==> src/rtl/dct_pkg.sv <==
package dct_pkg;

    typedef enum logic [1:0] {
        MODE_SPLIT_TIMERS = 2'd0,
        MODE_TIMER_EVENT  = 2'd1,
        MODE_WIDE_TIMER   = 2'd2,
        MODE_WIDE_EVENT   = 2'd3
    } dct_mode_e;

    typedef enum logic [1:0] {
        SEL_PRESCALE = 2'd0,
        SEL_MATCH_LO = 2'd1,
        SEL_MATCH_HI = 2'd2,
        SEL_NONE     = 2'd3
    } dct_sel_e;

    typedef enum logic {
        EDGE_ARMED = 1'b0,
        EDGE_SPENT = 1'b1
    } dct_edge_e;

endpackage

==> src/rtl/dct_prescaler.sv <==
module dct_prescaler #(
    parameter int PRE_W = 8
) (
    input  logic             clk,
    input  logic             rst_n,
    input  logic             tick_en,
    input  logic [PRE_W-1:0] limit,
    output logic             step_o
);

    logic [PRE_W-1:0] cnt_q;
    logic             at_limit;

    // A count above the limit (after a lower limit is written) also reloads.
    assign at_limit = (cnt_q >= limit);

    always_ff @(posedge clk) begin
        if (!rst_n) begin
            cnt_q  <= '0;
            step_o <= 1'b0;
        end else begin
            step_o <= tick_en && at_limit;
            if (tick_en) begin
                cnt_q <= at_limit ? '0 : cnt_q + 1'b1;
            end
        end
    end

    AST_STEP_NEEDS_TICK: assert property (@(posedge clk) disable iff (!rst_n)
        step_o |-> $past(tick_en));

endmodule

==> src/rtl/dct_edge_fsm.sv <==
module dct_edge_fsm
    import dct_pkg::*;
#(
    parameter int SYNC_STAGES = 2
) (
    input  logic clk,
    input  logic rst_n,
    input  logic pin_i,
    output logic pulse_o
);

    logic [SYNC_STAGES-1:0] sync_q;
    logic                   synced;
    dct_edge_e              state_q;
    dct_edge_e              state_d;

    always_ff @(posedge clk) begin
        if (!rst_n) begin
            sync_q <= '0;
        end else begin
            sync_q <= {sync_q[SYNC_STAGES-2:0], pin_i};
        end
    end

    assign synced = sync_q[SYNC_STAGES-1];

    // State register
    always_ff @(posedge clk) begin
        if (!rst_n) begin
            state_q <= EDGE_ARMED;
        end else begin
            state_q <= state_d;
        end
    end

    // Next state
    always_comb begin
        state_d = state_q;
        unique case (state_q)
            EDGE_ARMED: if (synced)  state_d = EDGE_SPENT;
            EDGE_SPENT: if (!synced) state_d = EDGE_ARMED;
        endcase
    end

    // Outputs
    always_comb begin
        pulse_o = 1'b0;
        unique case (state_q)
            EDGE_ARMED: pulse_o = synced;
            EDGE_SPENT: pulse_o = 1'b0;
        endcase
    end

    AST_ONE_STEP_PER_EDGE: assert property (@(posedge clk) disable iff (!rst_n)
        pulse_o |=> !pulse_o);

endmodule

==> src/rtl/dct_count_core.sv <==
module dct_count_core
    import dct_pkg::*;
#(
    parameter int HALF_W = 8
) (
    input  logic              clk,
    input  logic              rst_n,
    input  dct_mode_e         mode,
    input  logic              pre_step,
    input  logic              evt_step,
    input  logic              cap_lo_trig,
    input  logic              cap_hi_trig,
    input  logic [HALF_W-1:0] match_lo,
    input  logic [HALF_W-1:0] match_hi,
    output logic              irq_lo,
    output logic              irq_hi,
    output logic [HALF_W-1:0] cap_lo,
    output logic [HALF_W-1:0] cap_hi
);

    localparam int WIDE_W = 2 * HALF_W;

    logic [HALF_W-1:0] cnt_lo_q, cnt_hi_q;
    logic [HALF_W-1:0] lo_next, hi_next;
    logic [WIDE_W-1:0] wide_cnt, wide_match, wide_next;
    logic              lo_adv, hi_adv, wide_adv, wide;

    // Step routing per mode
    always_comb begin
        lo_adv   = 1'b0;
        hi_adv   = 1'b0;
        wide_adv = 1'b0;
        wide     = 1'b0;
        unique case (mode)
            MODE_SPLIT_TIMERS: begin
                lo_adv = pre_step;
                hi_adv = pre_step;
            end
            MODE_TIMER_EVENT: begin
                lo_adv = pre_step;
                hi_adv = evt_step;
            end
            MODE_WIDE_TIMER: begin
                wide     = 1'b1;
                wide_adv = pre_step;
            end
            MODE_WIDE_EVENT: begin
                wide     = 1'b1;
                wide_adv = evt_step;
            end
        endcase
    end

    assign wide_cnt   = {cnt_hi_q, cnt_lo_q};
    assign wide_match = {match_hi, match_lo};

    // A count equal to its match reloads to zero on the next advance.
    always_comb begin
        lo_next   = (cnt_lo_q == match_lo)   ? '0 : cnt_lo_q + 1'b1;
        hi_next   = (cnt_hi_q == match_hi)   ? '0 : cnt_hi_q + 1'b1;
        wide_next = (wide_cnt == wide_match) ? '0 : wide_cnt + 1'b1;
    end

    always_ff @(posedge clk) begin
        if (!rst_n) begin
            cnt_lo_q <= '0;
            cnt_hi_q <= '0;
            irq_lo   <= 1'b0;
            irq_hi   <= 1'b0;
        end else begin
            irq_lo <= 1'b0;
            irq_hi <= 1'b0;
            if (wide) begin
                if (wide_adv) begin
                    {cnt_hi_q, cnt_lo_q} <= wide_next;
                    irq_hi               <= (wide_next == wide_match);
                end
            end else begin
                if (lo_adv) begin
                    cnt_lo_q <= lo_next;
                    irq_lo   <= (lo_next == match_lo);
                end
                if (hi_adv) begin
                    cnt_hi_q <= hi_next;
                    irq_hi   <= (hi_next == match_hi);
                end
            end
        end
    end

    // Capture copies the pre-advance count and leaves the counters alone.
    always_ff @(posedge clk) begin
        if (!rst_n) begin
            cap_lo <= '0;
            cap_hi <= '0;
        end else if (wide) begin
            if (cap_lo_trig || cap_hi_trig) begin
                {cap_hi, cap_lo} <= wide_cnt;
            end
        end else begin
            if (cap_lo_trig) cap_lo <= cnt_lo_q;
            if (cap_hi_trig) cap_hi <= cnt_hi_q;
        end
    end

    AST_WIDE_LO_QUIET: assert property (@(posedge clk) disable iff (!rst_n)
        (wide && $past(wide)) |-> !irq_lo);

    AST_HOLD_WITHOUT_STEP: assert property (@(posedge clk) disable iff (!rst_n)
        (!pre_step && !evt_step) |=> $stable(wide_cnt));

    AST_CAPTURE_HOLD: assert property (@(posedge clk) disable iff (!rst_n)
        (!cap_lo_trig && !cap_hi_trig) |=> $stable({cap_hi, cap_lo}));

    AST_SPLIT_FLAG_AT_MATCH: assert property (@(posedge clk) disable iff (!rst_n)
        (irq_lo && $stable(match_lo) && $stable(mode)) |-> (cnt_lo_q == match_lo));

    AST_WIDE_FLAG_AT_MATCH: assert property (@(posedge clk) disable iff (!rst_n)
        (irq_hi && wide && $stable(mode) && $stable(wide_match)) |-> (wide_cnt == wide_match));

endmodule

==> src/rtl/dct_capture_timer.sv <==
module dct_capture_timer
    import dct_pkg::*;
#(
    parameter int HALF_W      = 8,
    parameter int PRE_W       = 8,
    parameter int SYNC_STAGES = 2
) (
    input  logic              clk,
    input  logic              rst_n,
    input  logic              tick_en,
    input  logic              evt_in,
    input  logic              cap_lo_in,
    input  logic              cap_hi_in,
    input  logic              wr_en,
    input  logic [1:0]        wr_sel,
    input  logic [HALF_W-1:0] wr_data,
    input  logic [1:0]        mode_sel,
    output logic              irq_lo,
    output logic              irq_hi,
    output logic [HALF_W-1:0] cap_lo,
    output logic [HALF_W-1:0] cap_hi
);

    localparam int N_PINS = 3;

    logic [PRE_W-1:0]  prescale_q;
    logic [HALF_W-1:0] match_lo_q, match_hi_q;
    logic [N_PINS-1:0] raw_pins, pin_steps;
    logic              pre_step;
    dct_sel_e          sel;

    assign sel = dct_sel_e'(wr_sel);

    always_ff @(posedge clk) begin
        if (!rst_n) begin
            prescale_q <= '0;
            match_lo_q <= '1;
            match_hi_q <= '1;
        end else if (wr_en) begin
            unique case (sel)
                SEL_PRESCALE: prescale_q <= wr_data[PRE_W-1:0];
                SEL_MATCH_LO: match_lo_q <= wr_data;
                SEL_MATCH_HI: match_hi_q <= wr_data;
                SEL_NONE:     ;
            endcase
        end
    end

    dct_prescaler #(.PRE_W(PRE_W)) u_prescaler (
        .clk     (clk),
        .rst_n   (rst_n),
        .tick_en (tick_en),
        .limit   (prescale_q),
        .step_o  (pre_step)
    );

    // Bit 0: event, bit 1: low capture, bit 2: high capture
    assign raw_pins = {cap_hi_in, cap_lo_in, evt_in};

    for (genvar gi = 0; gi < N_PINS; gi++) begin : g_edge
        dct_edge_fsm #(.SYNC_STAGES(SYNC_STAGES)) u_edge (
            .clk     (clk),
            .rst_n   (rst_n),
            .pin_i   (raw_pins[gi]),
            .pulse_o (pin_steps[gi])
        );
    end

    dct_count_core #(.HALF_W(HALF_W)) u_core (
        .clk         (clk),
        .rst_n       (rst_n),
        .mode        (dct_mode_e'(mode_sel)),
        .pre_step    (pre_step),
        .evt_step    (pin_steps[0]),
        .cap_lo_trig (pin_steps[1]),
        .cap_hi_trig (pin_steps[2]),
        .match_lo    (match_lo_q),
        .match_hi    (match_hi_q),
        .irq_lo      (irq_lo),
        .irq_hi      (irq_hi),
        .cap_lo      (cap_lo),
        .cap_hi      (cap_hi)
    );

    AST_FLAGS_NEED_STEP: assert property (@(posedge clk) disable iff (!rst_n)
        (irq_lo || irq_hi) |-> $past(pre_step || pin_steps[0]));

endmodule

==> config.mk <==
export PLATFORM = sky130hd
export DESIGN_NAME = dct_capture_timer
export DESIGN_NICKNAME = d
export VERILOG_FILES = /design/src/rtl/dct_pkg.sv /design/src/rtl/dct_prescaler.sv /design/src/rtl/dct_edge_fsm.sv /design/src/rtl/dct_count_core.sv /design/src/rtl/dct_capture_timer.sv
export SDC_FILE = /design/constraint.sdc
export NUM_CORES = 1
export LEC_CHECK = 0
export ABC_AREA = 1
export BUFFER_PORTS_ARGS = -buffer_cell sky130_fd_sc_hd__buf_2
export CAP_MARGIN = 20
export CORE_ASPECT_RATIO = 1.1
export CORE_MARGIN = 2
export CORE_UTILIZATION = 30
export CTS_CLUSTER_SIZE = 28
export DETAILED_ROUTE_END_ITERATION = 8
export GPL_ROUTABILITY_DRIVEN = 0
export PLACE_DENSITY = 0.45
export SLEW_MARGIN = 30
export SYNTH_ARGS = -nofsm -noshare
export SYNTH_HDL_FRONTEND = slang
export SYNTH_HIERARCHICAL = 1
export SYNTH_SLANG_ARGS = --single-unit
==> constraint.sdc <==
create_clock -name clk -period 5.7 [get_ports clk]
set_clock_uncertainty 0.2 [all_clocks]
set_input_delay 1.14 -clock clk [delete_from_list [all_inputs] [get_ports clk]]
set_output_delay 1.14 -clock clk [all_outputs]
set_load 0.02 [all_outputs]
==> impl_results.md <==
- Reg clk slew, reported paths: 0.06 ns
- Largest fanout on the critical path: 10
- CP startpoint kind: input port
- Setup TNS: 0 ns
- Worst hold-check path type: flip-flop to flip-flop
- Yosys warning count: 6
- DRC Markers: 0
- Share of cells above drive strength 1: 10.2%
- Design Area, Final: 5100 um2
- Final non-filler cell total: around 920
- RSZ-0062 raised after global routing: false
- Core ar.: 14500 um2
- Avg WL per Cell: about 14 um
- Hold Worst Slack: around 0.21 ns
- Syn nets: 722
- Max-slew violations: 0
- Largest net degree at the start of global routing: 44
- Grt ovf: 0
- Die width: around 120 um
- Max-cap violations: 0
- Vias in the first global route: roughly 4000
- Power Dens Cells: 264 nW/um2
- Placement Cell Area: 4770 um2
- CP Capture Type: flip-flop
- Max Root-Sink Buffers: 2
- Crit path kind: input port to flip-flop
- First-pass GRT wire length: around 21 mm
- Fraction of registers with async set/reset: 0%
- Core Rows: 46
- Hold Crit Depth: 2
- Yosys cell types: 31
- Slew HR: 60.9%
- Setup Fix Bufs, Post-CTS: 0
- Commonest non-fill, non-tap cells in the layout: nand2_1, inv_1, dfxtp_1
- Overall Power: about 1300 uW
- Period utilisation layout: 51.4%
- Starting Density: a little under a third
- Seq/Total Area, Yosys: 34.0%
- Post-CTS Hold Buffers: 0
- EDFF count, synth: 0
- Worst EP arrival: 3.02 ns
- CTS-repair resized insts: 0
- H-tree depth: 3
- TritonCTS Buffers: 9
- Die area: 15900 um2
- DR iter-0 viols: 350
- Min Tclk post-route: 2.93 ns
- HPWL after detailed placement: 9.89 mm
- CP required: 5.79 ns
- LEAKAGE: 0.00252 uW
- Commonest non-fill, non-tap cell in the layout: nand2_1
- Max Fclk: 341 MHz
- Clock sink total: 76
- Final #Nets: 752
- IO Port Bufs: 36
- FF+latch count, synth: 76
- Routed via count: 4399
- Die H: 132 um
- CTS root buf: clkbuf_16
- Final Hold Viols: 0
- GRT Util Overall: between 10% and 20%
- Prevailing post-synth register cell: dfxtp_1
- Initial antenna violation count: 0
- Synthesized area per cell: 6.47 um2
- Status: complete, no violations
- Worst VDD drop: 0.0989 mV
- Detailed-route wire length: 12.8 mm
- Drt via density: 4.79
- DRT Pass-1 Iters: 5
- CTS tree: done
- DRT antenna net count: 0
- Antenna cells: 0
- Synth Cell Area: between 4000 and 5000 um2
- Num ports: 37
- Synth-to-Final Area Change: 14.0%
- Placed insts: around 900
- Gate Count Post-Synth: 692
- Final setup vio count: 0
- Clk_lat worst skew: 0.35 ns
- Worst Max-Slew Pin Slew: 0.586 ns
- Reg2Reg Depth: 14
-- where the power goes --
group	internal, uW	switching (uW)	total [uW]
logic	45.5	92.7	138
clock network	399	235	633
registers	554	20.7	574
-- cells in the mapped netlist, types with 3 or more instances --
library cell	instances	area share (%)
inv_2	5	0.42
ha_1	11	3.1
nand2_1	206	17
o22ai_1	11	1.5
nor2_2	6	0.84
xor2_1	20	3.9
dfxtp_1	76	34
buf_2	3	0.34
clkbuf_1	5	0.42
nor2_4	3	0.75
nand4_1	20	2.8
buf_6	7	1.8
inv_1	94	7.9
a31oi_1	7	0.98
buf_4	3	0.50
nor2_1	73	6.1
o21ai_0	26	2.9
a21oi_1	39	4.4
nand3_1	62	6.9
-- worst max-delay path, stage by stage --
cell     delay, ns
buf_2         0.11
inv_1         0.04
nand2_1       0.04
nand2_1       0.24
inv_1         0.13
nor2_2        0.38
a21oi_1       0.19
nor2_1        0.34
inv_1         0.12
o22ai_1       0.14
nand2_1       0.07
inv_1         0.06
-- registers in the layout, indices dropped and copies added, names as in the netlist --
name,flops
u_core/irq_lo,1
match_hi_q,8
u_prescaler/step_o,1
u_core/cnt_lo_q,8
u_core/cap_lo,8
g_edge.u_edge/sync_q,6
u_prescaler/cnt_q,8
g_edge.u_edge/state_q,3
match_lo_q,8
prescale_q,8
u_core/irq_hi,1
u_core/cap_hi,8
u_core/cnt_hi_q,8
-- cell families after synthesis --
| logic type | Yosys count | share of synthesized area [%] |
|---|---|---|
| compound gates | 87 | 10.5 |
| xor+xnor | 22 | 4.30 |
| fa+ha+maj | 11 | 3.07 |
| buf+inv | 119 | 11.7 |
| flops | 76 | 34.0 |
| mux | 1 | 0.224 |
| simple gates | 376 | 36.2 |
-- through the flow --
step / utilization, % / worst slack [ns]
final: 35.2 / 2.77
after global routing: 35.2 / 2.53
after CTS: 35.2 / 2.82
after detailed placement: 32.9 / 2.45
after global placement: 32.9 / 2.53
after floorplan: - / 3.05
-- cell type report --
cell class                      count  area, um2
Clock buffer                       10        239
Clock inverter                      6       95.1
Fill cell                        1652       9400
Inverter                          101        389
Multi-Input combinational cell    497       2430
Sequential cell                    76       1520
Tap cell                          192        240
Timing Repair Buffer               37        188
-- layer usage --
layer  routed length, um  part of all wire [%]  track usage, %
met1                5720                    45            20.7
met2                6320                    49            28.1
met4                 340                   2.6            7.30
met3                 461                   3.6            3.07
met5                   0                     0               0
-- final timing paths --
kind | startpoint | endpoint | slack [ns]
worst min-delay path | g_edge[1].u_edge/sync_q[0] | g_edge[1].u_edge/sync_q[1] | 0.21
worst max-delay path | mode_sel[0] | u_core/cnt_lo_q[3] | 2.77
worst max register to register | u_core/cnt_hi_q[0] | u_core/irq_hi | 3.08
worst min register to register | g_edge[1].u_edge/sync_q[0] | g_edge[1].u_edge/sync_q[1] | 0.21
(Power assumes the default switching activity.)
